**src/rtl/phy_autopoll_pkg.sv**
```systemverilog
package phy_autopoll_pkg;
  localparam int PHY_ADDR_W  = 5;
  localparam int PHY_DATA_W  = 16;
  localparam int PHY_IVL_W   = 16;
  localparam int PHY_STS_REG = 1;

  typedef enum logic [1:0] {
    ARB_IDLE  = 2'd0,
    ARB_ISSUE = 2'd1,
    ARB_BUSY  = 2'd2
  } arb_state_t;

  typedef enum logic {
    OWN_SW   = 1'b0,
    OWN_POLL = 1'b1
  } arb_owner_t;
endpackage

```
**src/rtl/phy_poll_timer.sv**
```systemverilog
module phy_poll_timer #(
  parameter int IVL_W = 16
) (
  input  logic             clk,
  input  logic             rst_n,
  input  logic             poll_en,
  input  logic             reload,
  input  logic [IVL_W-1:0] interval,
  output logic             poll_due
);
  logic [IVL_W-1:0] cnt_q;

  always_ff @(posedge clk or negedge rst_n) begin
    if (!rst_n) begin
      cnt_q <= '0;
    end else if (!poll_en) begin
      cnt_q <= '0;
    end else if (reload) begin
      cnt_q <= interval;
    end else if (cnt_q != '0) begin
      cnt_q <= cnt_q - 1'b1;
    end
  end

  assign poll_due = poll_en && (cnt_q == '0);
endmodule

```
**src/rtl/phy_mdio_arbiter.sv**
```systemverilog
module phy_mdio_arbiter
  import phy_autopoll_pkg::*;
#(
  parameter int ADDR_W  = 5,
  parameter int DATA_W  = 16,
  parameter int STS_REG = 1
) (
  input  logic              clk,
  input  logic              rst_n,
  input  logic              sw_req_valid,
  output logic              sw_req_ready,
  input  logic              sw_req_write,
  input  logic [ADDR_W-1:0] sw_req_reg,
  input  logic [DATA_W-1:0] sw_req_wdata,
  output logic              sw_done,
  input  logic              poll_due,
  input  logic [ADDR_W-1:0] phy_addr,
  output logic              mdio_req_valid,
  input  logic              mdio_req_ready,
  output logic              mdio_req_write,
  output logic [ADDR_W-1:0] mdio_req_phy,
  output logic [ADDR_W-1:0] mdio_req_reg,
  output logic [DATA_W-1:0] mdio_req_wdata,
  input  logic              mdio_done,
  output logic              poll_done
);
  localparam logic [ADDR_W-1:0] STS_ADDR = ADDR_W'(STS_REG);

  arb_state_t        state_q;
  arb_owner_t        owner_q;
  logic              wr_q;
  logic [ADDR_W-1:0] phy_q;
  logic [ADDR_W-1:0] reg_q;
  logic [DATA_W-1:0] wdata_q;

  always_ff @(posedge clk or negedge rst_n) begin
    if (!rst_n) begin
      state_q <= ARB_IDLE;
      owner_q <= OWN_SW;
      wr_q    <= 1'b0;
      phy_q   <= '0;
      reg_q   <= '0;
      wdata_q <= '0;
    end else begin
      case (state_q)
        ARB_IDLE: begin
          if (sw_req_valid) begin
            owner_q <= OWN_SW;
            wr_q    <= sw_req_write;
            phy_q   <= phy_addr;
            reg_q   <= sw_req_reg;
            wdata_q <= sw_req_wdata;
            state_q <= ARB_ISSUE;
          end else if (poll_due) begin
            owner_q <= OWN_POLL;
            wr_q    <= 1'b0;
            phy_q   <= phy_addr;
            reg_q   <= STS_ADDR;
            wdata_q <= '0;
            state_q <= ARB_ISSUE;
          end
        end
        ARB_ISSUE: if (mdio_req_ready) state_q <= ARB_BUSY;
        ARB_BUSY:  if (mdio_done) state_q <= ARB_IDLE;
        default:   state_q <= ARB_IDLE;
      endcase
    end
  end

  assign sw_req_ready   = (state_q == ARB_IDLE);
  assign mdio_req_valid = (state_q == ARB_ISSUE);
  assign mdio_req_write = wr_q;
  assign mdio_req_phy   = phy_q;
  assign mdio_req_reg   = reg_q;
  assign mdio_req_wdata = wdata_q;
  assign sw_done   = (state_q == ARB_BUSY) && mdio_done && (owner_q == OWN_SW);
  assign poll_done = (state_q == ARB_BUSY) && mdio_done && (owner_q == OWN_POLL);
endmodule

```
**src/rtl/phy_status_shadow.sv**
```systemverilog
module phy_status_shadow #(
  parameter int DATA_W = 16
) (
  input  logic              clk,
  input  logic              rst_n,
  input  logic              poll_en,
  input  logic              poll_done,
  input  logic [DATA_W-1:0] rdata,
  input  logic              rd_err,
  input  logic              change_clr,
  output logic [DATA_W-1:0] shadow,
  output logic              change_flag
);
  logic primed_q;
  logic good_rd;
  logic diff_seen;

  assign good_rd   = poll_en && poll_done && !rd_err;
  assign diff_seen = good_rd && primed_q && (rdata != shadow);

  always_ff @(posedge clk or negedge rst_n) begin
    if (!rst_n) begin
      primed_q <= 1'b0;
      shadow   <= '0;
    end else if (!poll_en) begin
      primed_q <= 1'b0;
    end else if (good_rd) begin
      primed_q <= 1'b1;
      shadow   <= rdata;
    end
  end

  always_ff @(posedge clk or negedge rst_n) begin
    if (!rst_n) begin
      change_flag <= 1'b0;
    end else if (diff_seen) begin
      change_flag <= 1'b1;
    end else if (change_clr) begin
      change_flag <= 1'b0;
    end
  end
endmodule

```
**src/rtl/phy_autopoll.sv**
```systemverilog
module phy_autopoll
  import phy_autopoll_pkg::*;
#(
  parameter int ADDR_W  = PHY_ADDR_W,
  parameter int DATA_W  = PHY_DATA_W,
  parameter int IVL_W   = PHY_IVL_W,
  parameter int STS_REG = PHY_STS_REG
) (
  input  logic              clk,
  input  logic              rst_n,
  input  logic              poll_en,
  input  logic              irq_en,
  input  logic [ADDR_W-1:0] phy_addr,
  input  logic [IVL_W-1:0]  poll_interval,
  input  logic              change_clr,
  input  logic              sw_req_valid,
  output logic              sw_req_ready,
  input  logic              sw_req_write,
  input  logic [ADDR_W-1:0] sw_req_reg,
  input  logic [DATA_W-1:0] sw_req_wdata,
  output logic              sw_done,
  output logic              mdio_req_valid,
  input  logic              mdio_req_ready,
  output logic              mdio_req_write,
  output logic [ADDR_W-1:0] mdio_req_phy,
  output logic [ADDR_W-1:0] mdio_req_reg,
  output logic [DATA_W-1:0] mdio_req_wdata,
  input  logic              mdio_done,
  input  logic [DATA_W-1:0] mdio_rdata,
  input  logic              mdio_err,
  output logic [DATA_W-1:0] status_shadow,
  output logic              change_flag,
  output logic              irq
);
  logic poll_due;
  logic poll_done;

  phy_poll_timer #(.IVL_W(IVL_W)) u_timer (
    .clk      (clk),
    .rst_n    (rst_n),
    .poll_en  (poll_en),
    .reload   (poll_done),
    .interval (poll_interval),
    .poll_due (poll_due)
  );

  phy_mdio_arbiter #(.ADDR_W(ADDR_W), .DATA_W(DATA_W), .STS_REG(STS_REG)) u_arb (
    .clk            (clk),
    .rst_n          (rst_n),
    .sw_req_valid   (sw_req_valid),
    .sw_req_ready   (sw_req_ready),
    .sw_req_write   (sw_req_write),
    .sw_req_reg     (sw_req_reg),
    .sw_req_wdata   (sw_req_wdata),
    .sw_done        (sw_done),
    .poll_due       (poll_due),
    .phy_addr       (phy_addr),
    .mdio_req_valid (mdio_req_valid),
    .mdio_req_ready (mdio_req_ready),
    .mdio_req_write (mdio_req_write),
    .mdio_req_phy   (mdio_req_phy),
    .mdio_req_reg   (mdio_req_reg),
    .mdio_req_wdata (mdio_req_wdata),
    .mdio_done      (mdio_done),
    .poll_done      (poll_done)
  );

  phy_status_shadow #(.DATA_W(DATA_W)) u_shadow (
    .clk         (clk),
    .rst_n       (rst_n),
    .poll_en     (poll_en),
    .poll_done   (poll_done),
    .rdata       (mdio_rdata),
    .rd_err      (mdio_err),
    .change_clr  (change_clr),
    .shadow      (status_shadow),
    .change_flag (change_flag)
  );

  assign irq = change_flag && irq_en;
endmodule

```
**config.mk**
```make
export PLATFORM = sky130hd
export DESIGN_NAME = phy_autopoll
export DESIGN_NICKNAME = d
export VERILOG_FILES = /design/src/rtl/phy_autopoll_pkg.sv /design/src/rtl/phy_poll_timer.sv /design/src/rtl/phy_mdio_arbiter.sv /design/src/rtl/phy_status_shadow.sv /design/src/rtl/phy_autopoll.sv
export SDC_FILE = /design/constraint.sdc
export NUM_CORES = 1
export LEC_CHECK = 0
export ABC_AREA = 1
export BUFFER_PORTS_ARGS = -buffer_cell sky130_fd_sc_hd__clkbuf_2
export CAP_MARGIN = 20
export CORE_MARGIN = 3
export CORE_UTILIZATION = 30
export DETAILED_ROUTE_END_ITERATION = 12
export PLACE_DENSITY_LB_ADDON = 0.3
export SLEW_MARGIN = 40
export SYNTH_ARGS = -nofsm -noshare
export SYNTH_HDL_FRONTEND = slang
export SYNTH_SLANG_ARGS = --single-unit
```
**constraint.sdc**
```tcl
create_clock -name clk -period 4.5 [get_ports clk]
set_clock_uncertainty 0.1 [all_clocks]
set_input_delay 0.225 -clock clk [delete_from_list [all_inputs] [get_ports clk]]
set_output_delay 0.225 -clock clk [all_outputs]
set_load 0.05 [all_outputs]
```
After elaboration in Yosys (flattened, before gate mapping) --
Index checks and enable logic that the tools add are counted.
Word-level totals: bits in registers 64, word-level logic and storage cells 60
Operators by class: mux-type cells 22, $add $sub $neg 1, bitwise logic cells 1, reductions and logical operators 18, equal/unequal tests 8
Operators with widths (count):
- 16-bit 2-to-1 mux | 5
- 5-bit 2-to-1 mux | 4
- 16-bit zero test | 1
- 16-bit inequality test | 1
- 16-bit nonzero test | 1
- 16-bit by 1-bit subtractor with 16-bit output, second input constant | 1
- 1-bit logical AND | 9
- 1-bit 2-to-1 mux | 8
- 2-bit 2-to-1 mux | 4
- 2-bit case mux with 3 select lines | 1
- 2-bit by 1-bit inequality test with 1-bit output, second input constant | 2
- 2-bit AND reduction | 2
- 2-bit nonzero test | 2
- 3-bit by 1-bit inequality test with 1-bit output, second input constant | 1
- 3-bit by 2-bit inequality test with 1-bit output, second input constant | 1
- 3-bit AND reduction | 1
- 2-bit by 1-bit == test with 1-bit output, second input constant | 1
- 2-bit == test, second input constant | 1
- 2-bit zero test | 1
- 2-bit inequality test, second input constant | 1
- 1-bit zero test | 1
- 1-bit NOT | 1

Longest topological paths before layout --
word-level depth 8, mapped depth 11

Hierarchy --
A second synthesis with hierarchy kept.
Second synthesis, totals: cell total of the unflattened synthesis 472, area total of the unflattened synthesis 3602.2 sq um
Modules (own cells, without submodules):
- phy_mdio_arbiter | instances 1, cells an instance 141, sequential area each 750.7 sq um, area an instance 1346.3 sq um
- phy_poll_timer | instances 1, cells an instance 172, sequential area each 400.4 sq um, area an instance 1236.2 sq um
- phy_status_shadow | instances 1, cells an instance 157, sequential area each 450.4 sq um, area an instance 1012.2 sq um
- phy_autopoll | instances 1, cells an instance 2, sequential area each 0.0 sq um, area an instance 7.5 sq um

Least setup slack after synthesis --
OpenSTA, ideal clock, no wires.
path type register -> register, from register u_timer.cnt_q[0], to register u_arb.wdata_q[15], in the netlist u_arb.mdio_req_wdata[15], setup slack 2.716 ns, clock period less this slack 1.784 ns, cell stages (with the launch flop) 12, library setup time 0.119 ns, data arrival time 1.565 ns, data required time 4.281 ns, path through dfrtp_1 > inv_1 > ha_1 > nand2_2 > nor2_4 > nand3_2 > nand2_4 > nand2_2 > buf_6 > buf_6 > nand2_1 > nand2_1
Between the ends: cells in the longest elaborated chain, start to end 4
RTL lines:
- from (decl) | line phy_poll_timer.sv:11 | logic [IVL_W-1:0] cnt_q;
- from (signal assigned) | line phy_poll_timer.sv:19 | cnt_q <= interval;
- from (signal assigned) | line phy_poll_timer.sv:21 | cnt_q <= cnt_q - 1'b1;
- 16-bit zero test | line phy_poll_timer.sv:25 | assign poll_due = poll_en && (cnt_q == '0);
- 1-bit logical AND | line phy_poll_timer.sv:25
- 2-bit nonzero test (no line)
- 2-bit AND reduction (no line)
- to (signal assigned) | line phy_mdio_arbiter.sv:52 | wdata_q <= sw_req_wdata;
- to (decl) | line phy_mdio_arbiter.sv:34 | logic [DATA_W-1:0] wdata_q;
Every way passes these cells. A chain may end at the register's enable or synchronous reset.

Worst setup path after layout --
from register u_arb.state_q[1], to register u_shadow.shadow[4]
Between the ends: cells in the longest elaborated chain, start to end 6
RTL lines:
- from (decl) | line phy_mdio_arbiter.sv:29 | arb_state_t state_q;
- from (signal assigned) | line phy_mdio_arbiter.sv:38 | state_q <= ARB_IDLE;
- from (signal assigned) | line phy_mdio_arbiter.sv:53 | state_q <= ARB_ISSUE;
- from (signal assigned) | line phy_mdio_arbiter.sv:60 | state_q <= ARB_ISSUE;
- 2-bit == test | line phy_mdio_arbiter.sv:77 | assign poll_done = (state_q == ARB_BUSY) && mdio_done && (owner_q == OWN_POLL);
- 1-bit logical AND (2 in series) | line phy_mdio_arbiter.sv:77
- 1-bit logical AND (2 in series) | line phy_status_shadow.sv:18 | assign good_rd = poll_en && poll_done && !rd_err;
- 2-bit AND reduction (no line)
- to (signal assigned) | line phy_status_shadow.sv:29 | shadow <= rdata;
- to (decl) | line phy_status_shadow.sv:11 | output logic [DATA_W-1:0] shadow,
Every way passes these cells.

==> flow_summary.toml <==
[outcome]
status = "finished, final reports clean"

[hold_path]
hold_start = "mdio_done"
worstHoldEndpoint = "u_arb.state_q[1]"
min_path_type = "input port to register"
holdPathStages = 2

[pwr]
p_int_uw = 1620
clkPwrFrac_pct = 15.0
power_switching_uw = 1790
total_power_uw = 3420
peakVddDrop_uv = 398
power_frac_seq_pct = 30.5
power.leakage_uw = 0.00250
power.density_mw_per_mm2 = 769
switching_share_pct = 52.5
comb_power_share_pct = 54.5

[worst_setup_path]
required_ns = 4.67
crit_path_top_delay_cell = "dfrtp_1"
cp_cell_sequence = "inv_1 -> nor2_2 -> nand3_2 -> inv_2 -> nand2_2 -> inv_1 -> nand2_1 -> nand2_1"
rr_endpoint = "u_shadow.shadow[4]"
reg2regPathDepth = 8
crit_path_start_kind = "register"
end_kind = "register"
rr_startpoint = "u_arb.state_q[1]"
r2r_slack_ns = 2.02
critical_path_class = "register to register"
arrival_ns = 2.65
critPathMaxFanout = 27
max_stage_delay_ns = 0.47

[die]
num_rows = 37
die_area_mm2 = 0.0120
initial_core_util_pct = 30.9
num_io_pins = 116
die_y_um = 109
die_w_um = 109
coreArea_mm2 = 0.0104

[sta]
setup_viol_count_final = 0
finalCritPeriodShare_pct = 55.1
report.final.slew_viol_count = 0
tightest_slew_ns = 0.734
grt_setup_unrepaired = "no"
period_minus_slack_ns = 2.48
timing.setup.tns_ns = 0
fmax_mhz = 403
finalHoldViolCount = 0
relSlewSlack_pct = 50.9

[clock_network]
cts_tree = "yes"
ctsRootBufferMaster = "clkbuf_8"
clockBufferDepth = 2
tritoncts.num_buffers = 9
htree_levels = 3
clk_latency_ns = 0.34
cts_sinks = 64
post_cts_resized = 0
clkTransAtPathRegs_ns = 0.07

[global_routing]
track_usage_pct = 14.8
antenna_found_initial = 0
grt_start_max_net_pins = 36
grt_pass1_wl_mm = 13.9
grt_pass1_vias = 3057
grt_overflow = 0

[drt]
drcViolationCount = 0
ant_nets = 0
firstDrtPassIters = 4
finalWirelength_mm = 8.59
vias = 3131
initialDrtViolationCount = 77
vias_per_cell = 4.39
wire_per_inst_um = 12.0

[finish]
n_fill_cell = 1079
multi_input_area_mm2 = 0.00143
fin_nets = 643
area_growth_pct = 38.5
drive_above_1_share_pct = 26.3
postLayoutCoreUtil_pct = 42.8
antenna_cells = 0
regArea_mm2 = 0.00160

[flow_run]
maxCapViolCount = 0

[logic_synthesis]
yosys_warnings = 0
synth.net_count = 494
synth-seq-area-share_pct = 50.0
synth.avg_cell_area_um2 = 7.54
synthCells = 425
ys_types = 28
synthesis.area_mm2 = 0.00321
ys_ff_latch = 64

[place]
portBuffers = 115
dp_hpwl_mm = 6.13
gp_congestion = 0.847
-- power groups by stage --
stage | logic, µW | registers [µW] | clock network, µW
floorplan | 798 | 1670 | 0
global placement | 1830 | 1030 | 0
detailed placement | 1850 | 1040 | 0
CTS | 1870 | 1040 | 532
global route | 2060 | 1080 | 552
finish | 1860 | 1040 | 511
-- cells by family after synthesis --
kind of cell | Yosys count | share of synthesized area (%)
DFF | 64 | 50.0
AOI/OAI and AO/OA | 27 | 4.64
xor gates and xnor gates | 13 | 3.55
buffers and inverters | 43 | 5.82
adders and majority gates | 1 | 0.390
and+or+nand+nor | 277 | 35.6
-- critical path, delay by kind of cell, from the launching register on --
family                 cells  cell delay [ns]
and+or+nand+nor            5             1.02
buffers and inverters      3             0.83
DFF                        1             0.47
-- repair_timing --
item | in CTS | in global routing
hold buffers | 33 | 0
buffers inserted | 0 | 0
endpoints found under the hold margin | 62 | 0
-- synthesized netlist by cell type --
master | instances | share of area, %
xor2_1 | 12 | 3.3
dfrtp_1 | 64 | 50
nor2_4 | 1 | 0.35
clkbuf_1 | 3 | 0.35
o21ai_1 | 3 | 0.47
ha_1 | 1 | 0.39
inv_1 | 31 | 3.6
nand2_1 | 184 | 22
o31ai_1 | 2 | 0.47
nor2_2 | 5 | 0.98
inv_2 | 1 | 0.12
buf_2 | 5 | 0.78
o21ai_0 | 11 | 1.7
nand3_1 | 25 | 3.9
or2_2 | 5 | 0.98
a31o_2 | 1 | 0.27
buf_6 | 2 | 0.70
nor3_1 | 1 | 0.16
buf_4 | 1 | 0.23
o211ai_1 | 1 | 0.23
nand2_2 | 4 | 0.78
nand2_4 | 1 | 0.35
a21oi_1 | 7 | 1.1
nor2_1 | 46 | 5.4
nand3_2 | 2 | 0.62
xnor2_1 | 1 | 0.27
nand4_1 | 3 | 0.59
o22ai_1 | 2 | 0.39
-- area by class of cell --
type,instances,share of cell area (%)
inverter,32,2.71
timing repair buffer,149,20.6
multi-input combinational,318,32.2
clock buffer,12,3.72
sequential,64,36.1
clock inverter,3,0.902
tap,136,3.83
-- layer usage --
metal	wire length [µm]	vias up	GRT usage, %
met4	131	0	5.88
met5	0	-	0
met1	3750	1406	18.6
met3	761	12	5.52
met2	3950	108	22.9
li1	-	1605	-
-- per-stage QoR --
| step | worst slack (ns) | cells | instance area (µm²) | hold slack, ns |
|---|---|---|---|---|
| 2_1_floorplan | 2.72 | 425 | 3210 | -0.171 |
| 3_3_place_gp | 2.16 | 666 | 3900 | 0.232 |
| 3_5_place_dp | 2.03 | 666 | 3900 | 0.239 |
| 4_1_cts | 2.01 | 714 | 4440 | 0.00371 |
| 5_1_grt | 1.68 | 714 | 4440 | 0.0165 |
| 6_report | 2.02 | 714 | 4440 | 0.0214 |
-- worst max path at each step --
| stage | start | to | slack, ns | depth (start not counted) |
|---|---|---|---|---|
| finish | u_arb.state_q[1] | u_shadow.shadow[4] | 2.02 | 8 |
| global route | u_arb.state_q[1] | u_shadow.shadow[0] | 1.68 | 8 |
| CTS | u_arb.state_q[1] | u_shadow.shadow[3] | 2.01 | 8 |
| detailed placement | u_arb.state_q[1] | u_shadow.shadow[4] | 2.03 | 8 |
| global placement | u_arb.state_q[1] | u_shadow.shadow[15] | 2.16 | 8 |
| floorplan | u_timer.cnt_q[0] | u_arb.mdio_req_wdata[15] | 2.72 | 11 |
-- layout by cell type (no fill, tap or decap), drive strengths merged --
master / synthesis / layout
a21oi: 7 / 7
a31o: 1 / 1
buf: 8 / 2
bufinv: 0 / 1
clkbuf: 3 / 126
clkinv: 0 / 2
dfrtp: 64 / 64
dlygate4sd3: 0 / 33
ha: 1 / 1
inv: 32 / 32
nand2: 189 / 189
nand3: 27 / 27
nand4: 3 / 3
nor2: 52 / 52
nor3: 1 / 1
o211ai: 1 / 1
o21ai: 14 / 14
o22ai: 2 / 2
o31ai: 2 / 2
or2: 5 / 5
xnor2: 1 / 1
xor2: 12 / 12
(Power assumes the default switching activity.)
